$ cat config.mk
export PLATFORM = sky130hd
export DESIGN_NAME = merge_post_buffer
export DESIGN_NICKNAME = d
export VERILOG_FILES = /design/src/rtl/pwb_pkg.sv /design/src/rtl/pwb_dw_slots.sv /design/src/rtl/pwb_merge_rule.sv /design/src/rtl/merge_post_buffer.sv
export SDC_FILE = /design/constraint.sdc
export NUM_CORES = 2
export LEC_CHECK = 0
export BUFFER_PORTS_ARGS = -buffer_cell sky130_fd_sc_hd__buf_2
export CAP_MARGIN = 40
export CORE_MARGIN = 2
export CORE_UTILIZATION = 60
export CTS_CLUSTER_SIZE = 20
export DETAILED_ROUTE_END_ITERATION = 16
export GPL_TIMING_DRIVEN = 0
export PLACE_DENSITY = 0.88
export SLEW_MARGIN = 5
export SYNTH_ARGS = -nofsm -noshare
export SYNTH_HDL_FRONTEND = slang
export SYNTH_SLANG_ARGS = --single-unit
$ cat constraint.sdc
create_clock -name clk -period 12.74 [get_ports clk]
set_input_delay 1.274 -clock clk [delete_from_list [all_inputs] [get_ports clk]]
set_output_delay 1.274 -clock clk [all_outputs]
set_load 0.05 [all_outputs]
$ cat src/rtl/pwb_pkg.sv
package pwb_pkg;
    localparam int BYTES    = 8;
    localparam int DATA_W   = BYTES * 8;
    localparam int DW_BYTES = 4;
    localparam int DW_N     = BYTES / DW_BYTES;
    localparam int IDX_W    = $clog2(BYTES);

    // index of the lowest enabled byte
    function automatic logic [IDX_W-1:0] low_idx(input logic [BYTES-1:0] be);
        logic [IDX_W-1:0] r;
        r = '0;
        for (int i = BYTES - 1; i >= 0; i--) begin
            if (be[i]) r = IDX_W'(i);
        end
        return r;
    endfunction

    // index of the highest enabled byte
    function automatic logic [IDX_W-1:0] high_idx(input logic [BYTES-1:0] be);
        logic [IDX_W-1:0] r;
        r = '0;
        for (int i = 0; i < BYTES; i++) begin
            if (be[i]) r = IDX_W'(i);
        end
        return r;
    endfunction

    // widen byte enables into a bit mask over the data word
    function automatic logic [DATA_W-1:0] lane_mask(input logic [BYTES-1:0] be);
        logic [DATA_W-1:0] m;
        for (int i = 0; i < BYTES; i++) begin
            m[i*8 +: 8] = {8{be[i]}};
        end
        return m;
    endfunction

    // only power-of-two sizes up to a doubleword may join an entry
    function automatic logic mergeable_size(input logic [BYTES-1:0] be);
        int n;
        n = $countones(be);
        return (n == 1) || (n == 2) || (n == 4);
    endfunction

    function automatic logic is_contiguous(input logic [BYTES-1:0] be);
        logic [BYTES-1:0] s;
        s = be >> low_idx(be);
        return (be != '0) && ((s & (s + BYTES'(1))) == '0);
    endfunction
endpackage

$ cat src/rtl/pwb_dw_slots.sv
module pwb_dw_slots
    import pwb_pkg::*;
#(
    parameter int CNT_W = 3
) (
    input  logic [BYTES-1:0] be,
    output logic [CNT_W-1:0] slots
);
    logic [DW_N-1:0] dw_hit;

    for (genvar g = 0; g < DW_N; g++) begin : g_dw
        assign dw_hit[g] = |be[g*DW_BYTES +: DW_BYTES];
    end

    always_comb begin
        slots = '0;
        for (int i = 0; i < DW_N; i++) begin
            slots = slots + CNT_W'(dw_hit[i]);
        end
    end
endmodule

$ cat src/rtl/pwb_merge_rule.sv
module pwb_merge_rule
    import pwb_pkg::*;
#(
    parameter int LINE_W = 29
) (
    input  logic              open_ok,
    input  logic [LINE_W-1:0] open_line,
    input  logic [BYTES-1:0]  open_be,
    input  logic [LINE_W-1:0] wr_line,
    input  logic [BYTES-1:0]  wr_be,
    output logic              merge_ok
);
    logic [IDX_W:0] next_byte;
    logic [IDX_W:0] first_byte;

    assign next_byte  = (IDX_W+1)'(high_idx(open_be)) + (IDX_W+1)'(1);
    assign first_byte = (IDX_W+1)'(low_idx(wr_be));

    assign merge_ok = open_ok
                   && (open_line == wr_line)
                   && mergeable_size(wr_be)
                   && is_contiguous(wr_be)
                   && (first_byte == next_byte);
endmodule

$ cat src/rtl/merge_post_buffer.sv
module merge_post_buffer
    import pwb_pkg::*;
#(
    parameter int LINE_W   = 29,
    parameter int DEPTH_DW = 5
) (
    input  logic              clk,
    input  logic              rst_n,
    input  logic              wr_valid,
    output logic              wr_ready,
    input  logic [LINE_W-1:0] wr_line,
    input  logic [BYTES-1:0]  wr_be,
    input  logic [DATA_W-1:0] wr_data,
    output logic              full,
    output logic              empty,
    output logic              rd_valid,
    input  logic              rd_ready,
    output logic [LINE_W-1:0] rd_line,
    output logic [BYTES-1:0]  rd_be,
    output logic [DATA_W-1:0] rd_data,
    output logic [DW_N-1:0]   rd_dw_mask
);
    localparam int ENTRIES = DEPTH_DW;
    localparam int PTR_W   = (ENTRIES > 1) ? $clog2(ENTRIES) : 1;
    localparam int CNT_W   = $clog2(DEPTH_DW + DW_N + 1);

    typedef struct packed {
        logic [LINE_W-1:0] line;
        logic [BYTES-1:0]  be;
        logic [DATA_W-1:0] data;
    } entry_t;

    typedef struct packed {
        entry_t [ENTRIES-1:0] mem;
        logic [PTR_W-1:0]     head;
        logic [PTR_W-1:0]     tail;
        logic [PTR_W:0]       count;
        logic [CNT_W-1:0]     used;
    } state_t;

    state_t st_q, st_d;

    function automatic logic [PTR_W-1:0] ptr_inc(input logic [PTR_W-1:0] p);
        return (p == PTR_W'(ENTRIES - 1)) ? '0 : p + PTR_W'(1);
    endfunction

    logic [PTR_W-1:0] newest;
    entry_t           head_e, tail_e;
    logic [BYTES-1:0] merged_be;
    logic [CNT_W-1:0] wr_slots, head_slots, tail_slots, mrg_slots;
    logic [CNT_W-1:0] add_slots, sub_slots;
    logic             pop, accept, open_ok, merge_ok, push_new;

    assign newest    = (st_q.tail == '0) ? PTR_W'(ENTRIES - 1) : st_q.tail - PTR_W'(1);
    assign head_e    = st_q.mem[st_q.head];
    assign tail_e    = st_q.mem[newest];
    assign merged_be = tail_e.be | wr_be;

    pwb_dw_slots #(.CNT_W(CNT_W)) u_wr_slots   (.be(wr_be),     .slots(wr_slots));
    pwb_dw_slots #(.CNT_W(CNT_W)) u_head_slots (.be(head_e.be), .slots(head_slots));
    pwb_dw_slots #(.CNT_W(CNT_W)) u_tail_slots (.be(tail_e.be), .slots(tail_slots));
    pwb_dw_slots #(.CNT_W(CNT_W)) u_mrg_slots  (.be(merged_be), .slots(mrg_slots));

    // the sole entry being drained this cycle is no longer open
    assign open_ok = (st_q.count != '0) && !((st_q.count == (PTR_W+1)'(1)) && rd_ready);

    pwb_merge_rule #(.LINE_W(LINE_W)) u_rule (
        .open_ok  (open_ok),
        .open_line(tail_e.line),
        .open_be  (tail_e.be),
        .wr_line  (wr_line),
        .wr_be    (wr_be),
        .merge_ok (merge_ok)
    );

    // a merge never needs more slots than the write alone, so this bound is safe
    assign wr_ready = (wr_slots + st_q.used) <= CNT_W'(DEPTH_DW);
    assign pop      = (st_q.count != '0) && rd_ready;
    assign accept   = wr_valid && wr_ready && (wr_be != '0);

    always_comb begin
        st_d      = st_q;
        add_slots = '0;
        sub_slots = '0;
        push_new  = 1'b0;
        if (pop) begin
            st_d.head = ptr_inc(st_q.head);
            sub_slots = head_slots;
        end
        if (accept) begin
            if (merge_ok) begin
                st_d.mem[newest].be   = merged_be;
                st_d.mem[newest].data = tail_e.data | (wr_data & lane_mask(wr_be));
                add_slots             = mrg_slots - tail_slots;
            end else begin
                st_d.mem[st_q.tail].line = wr_line;
                st_d.mem[st_q.tail].be   = wr_be;
                st_d.mem[st_q.tail].data = wr_data & lane_mask(wr_be);
                st_d.tail                = ptr_inc(st_q.tail);
                add_slots                = wr_slots;
                push_new                 = 1'b1;
            end
        end
        st_d.count = st_q.count + (PTR_W+1)'(push_new) - (PTR_W+1)'(pop);
        st_d.used  = st_q.used + add_slots - sub_slots;
    end

    always_ff @(posedge clk or negedge rst_n) begin
        if (!rst_n) st_q <= '0;
        else        st_q <= st_d;
    end

    assign rd_valid = (st_q.count != '0);
    assign rd_line  = head_e.line;
    assign rd_be    = head_e.be;
    assign rd_data  = head_e.data;
    assign full     = (st_q.used == CNT_W'(DEPTH_DW));
    assign empty    = (st_q.used == '0);

    for (genvar g = 0; g < DW_N; g++) begin : g_mask
        assign rd_dw_mask[g] = |head_e.be[g*DW_BYTES +: DW_BYTES];
    end


    used_cap_chk: assert property (@(posedge clk) disable iff (!rst_n)
        st_q.used <= CNT_W'(DEPTH_DW));


    full_stall_chk: assert property (@(posedge clk) disable iff (!rst_n)
        (full && (wr_be != '0)) |-> !wr_ready);


    head_hold_chk: assert property (@(posedge clk) disable iff (!rst_n)
        (rd_valid && !rd_ready && (st_q.count > (PTR_W+1)'(1)))
        |=> ($stable(rd_line) && $stable(rd_be) && $stable(rd_data)));


    be_grow_chk: assert property (@(posedge clk) disable iff (!rst_n)
        (rd_valid && !rd_ready) |=> ((rd_be & $past(rd_be)) == $past(rd_be)));


    dw_mask_chk: assert property (@(posedge clk) disable iff (!rst_n)
        rd_valid |-> (rd_dw_mask != '0));
endmodule

==> results_dict.tcl <==
set metrics [dict create \
    status "complete, no violations" \
    rsz0062_at_grt "no" \
    synth-edff-count 0 \
    fmaxAchievable_mhz 109 \
    crit_slowest_cell "clkbuf_1" \
    setup_violations 0 \
    synth_seq_area_share_pct 35.3 \
    critical_path_buf_inv_count 11 \
    cts_setup_buffers 0 \
    gp_congestion 1.07 \
    netlist_area_um2 36700 \
    dieArea_um2 63200 \
    hold_viol 0 \
    maxSlewHeadroom_pct 27.7 \
    start_kind "flip-flop" \
    grt_overflow 0 \
    rr_endpoint "st_q[2]" \
    fill_cells 4668 \
    wl_per_cell_um 28.3 \
    reg2reg_depth 35 \
    synth_most_common_cell "nand2_1" \
    ant_nets 0 \
    ys_top_cells_by_count "nand2_1 (896), mux2i_1 (560), dfrtp_1 (518)" \
    place_hpwl_mm 102 \
    path_class "reg2reg" \
    finalNonFillerCells 5233 \
    dp_cells 5117 \
    setup_slack_ps 3580 \
    intPower_mw 5.96 \
    drt_pass1_iterations 11 \
    p_leak_nw 16.3 \
    r2r-start "st_q[7]" \
    drt_iter0_drc 7086 \
    cts_made_buffers 57 \
    post-place-ws_ps 4060 \
    min_path_cells 1 \
    rows 90 \
    io_pins 212 \
    synthCells 4097 \
    start_util_pct 60.8 \
    design_area_um2 41200 \
    ys_seq_elements 518 \
    clk_pin_slew_ps 60 \
    cp_max_fo 10 \
    fin_worst_skew_ps 39.2 \
    clock_path_buffers 3 \
    clock-root-buffer "clkbuf_16" \
    hp-start "st_q[192]" \
    io_buffers 205 \
    end_kind "flip-flop" \
    core_area_um2 60400 \
    p_seq_share_pct 23.1 \
    swShare_pct 55.2 \
    ys_types 86 \
    route.vias.total 38200 \
    placed_cell_area_um2 39200 \
    layout-drive-gt1-share_pct 13.4 \
    die_width_um 251 \
    fin_crit_sh_pct 71.9 \
    cp_top_family "buffers and inverters" \
    min_path_type "reg2reg" \
    drt_wl_total_mm 148 \
    grt_max_degree 111 \
    viasPerCell 7.30 \
    power_mw 13.3 \
    htree_levels 2 \
    top_regs "st_q x518" \
    drc 0 \
    slew_violations 0 \
    worst_slew_pin_slew_ps 1080 \
    largest_reg_flops 518 \
    layout.nets 4545 \
    slowest_delay_ps 740 \
    cts_resized 0 \
    postLayoutCoreUtil_pct 68.2 \
    regToRegSetupSlack_ps 3580 \
    yosys-top-cells-area "dfrtp_1 (35%), mux2i_1 (15%), nand2_1 (9.2%), a22o_1 (7.2%), mux2_2 (3.4%)" \
    min_to "st_q[192]" \
    holdBufCountCts 0 \
    grt.total_usage_pct 45.5 \
    synth_largest_area_cell "dfrtp_1" \
    die_y_um 251 \
    critPathMostFrequentCell "ha_1" \
    area_growth_pct 12.2 \
    syn_avg_cell_area_um2 8.96 \
    grt_pass1_wl_mm 220 \
    grt_pass1_vias 36500 \
    insertion_delay_ps 660 \
    cts_tree "built" \
    antenna_found_initial 11 \
    switchingPower_mw 7.34 \
    fin_crit_ps 9160 \
    power.density_nw_per_um2 323 \
    p_clk_share_pct 13.3 \
    max-cap-violations 0 \
    worstPathRequired_ps 13290 \
    yosys_most_used_dff "dfrtp_1" \
    worstPathArrival_ps 9710 \
    ys_warn_count 0 \
    async_flop_share_pct 100 \
    clkSinkCount 518 \
    combPwrFrac_pct 63.6 \
    regMostFlops "st_q" \
    max-vdd-ir-drop_uv 288 \
    synth_nets 4243 \
    synth_top_area_share_pct 35.3 \
]
## placed cells by master (no fill, tap or decap), types with 12 or more instances in the layout
cell type,instances
a211oi_1,19
buf_6,33
buf_4,21
a31oi_1,71
nand2b_1,15
o21ai_0,130
o22a_1,41
a221oi_1,67
clkbuf_8,12
mux2i_1,560
inv_1,56
buf_12,23
mux2_1,66
buf_8,15
buf_1,89
a21oi_1,169
a22o_1,303
clkbuf_1,265
clkbuf_16,59
nor2_1,118
o22ai_1,108
and2_1,63
nor3_1,22
ha_1,32
xnor2_1,16
nand3_1,27
buf_2,259
dfrtp_1,518
nand2_1,896
mux2_2,110
## cells by family after synthesis
kind of cell    Yosys count  share of synthesized area, %
simple gates           1223                          14.0
compound gates         1026                          20.2
mux                     743                          21.1
buf+inv                 519                          7.17
flops                   518                          35.3
fa+ha+maj                41                          1.58
xor+xnor                 27                         0.644
## power groups by stage
stage / clock (mW) / combinational (mW) / sequential [mW]
floorplan: 0 / 5.41 / 2.82
global placement: 0 / 7.71 / 2.99
detailed placement: 0 / 7.94 / 3.03
CTS: 1.74 / 8.00 / 3.01
global route: 1.81 / 8.70 / 3.12
finish: 1.77 / 8.47 / 3.07
## how the worst max path moves through the flow
stage / startpoint / depth (start not counted) / end / slack [ps]
2_1_floorplan: wr_be[5] / 31 / st_q[2] / 5510
3_3_place_gp: rst_n / 1 / st_q[344] / -340
6_report: st_q[7] / 35 / st_q[2] / 3580
4_1_cts: st_q[7] / 35 / st_q[2] / 3970
3_5_place_dp: wr_be[7] / 32 / st_q[2] / 4060
5_1_grt: st_q[7] / 35 / st_q[2] / 3220
## cell type report
cell class	instances	area, um2	share of cell area [%]
Multi-Input combinational cell	3060	21100	51.3
Sequential cell	518	13000	31.5
Buffer	460	2410	5.86
Clock buffer	80	1680	4.07
Timing Repair Buffer	243	1520	3.69
Tap cell	782	978	2.38
Clock inverter	23	262	0.635
Inverter	59	221	0.538
Antenna cell	8	20.0	0.0486
## stage by stage
step           hold WS, ps  TNS (ps)
6_report               514         0
3_5_place_dp           501         0
4_1_cts                514         0
5_1_grt                529         0
3_3_place_gp           493   -139610
2_1_floorplan          479         0
## layer usage
metal | track usage, % | up-vias | wire (um)
li1 | - | 15400 | -
met1 | 56.7 | 18000 | 50900
met2 | 65.3 | 3813 | 60600
met3 | 18.9 | 1048 | 24500
met4 | 28.4 | 24 | 11800
met5 | 0.618 | - | 189
(Power assumes the default switching activity.)
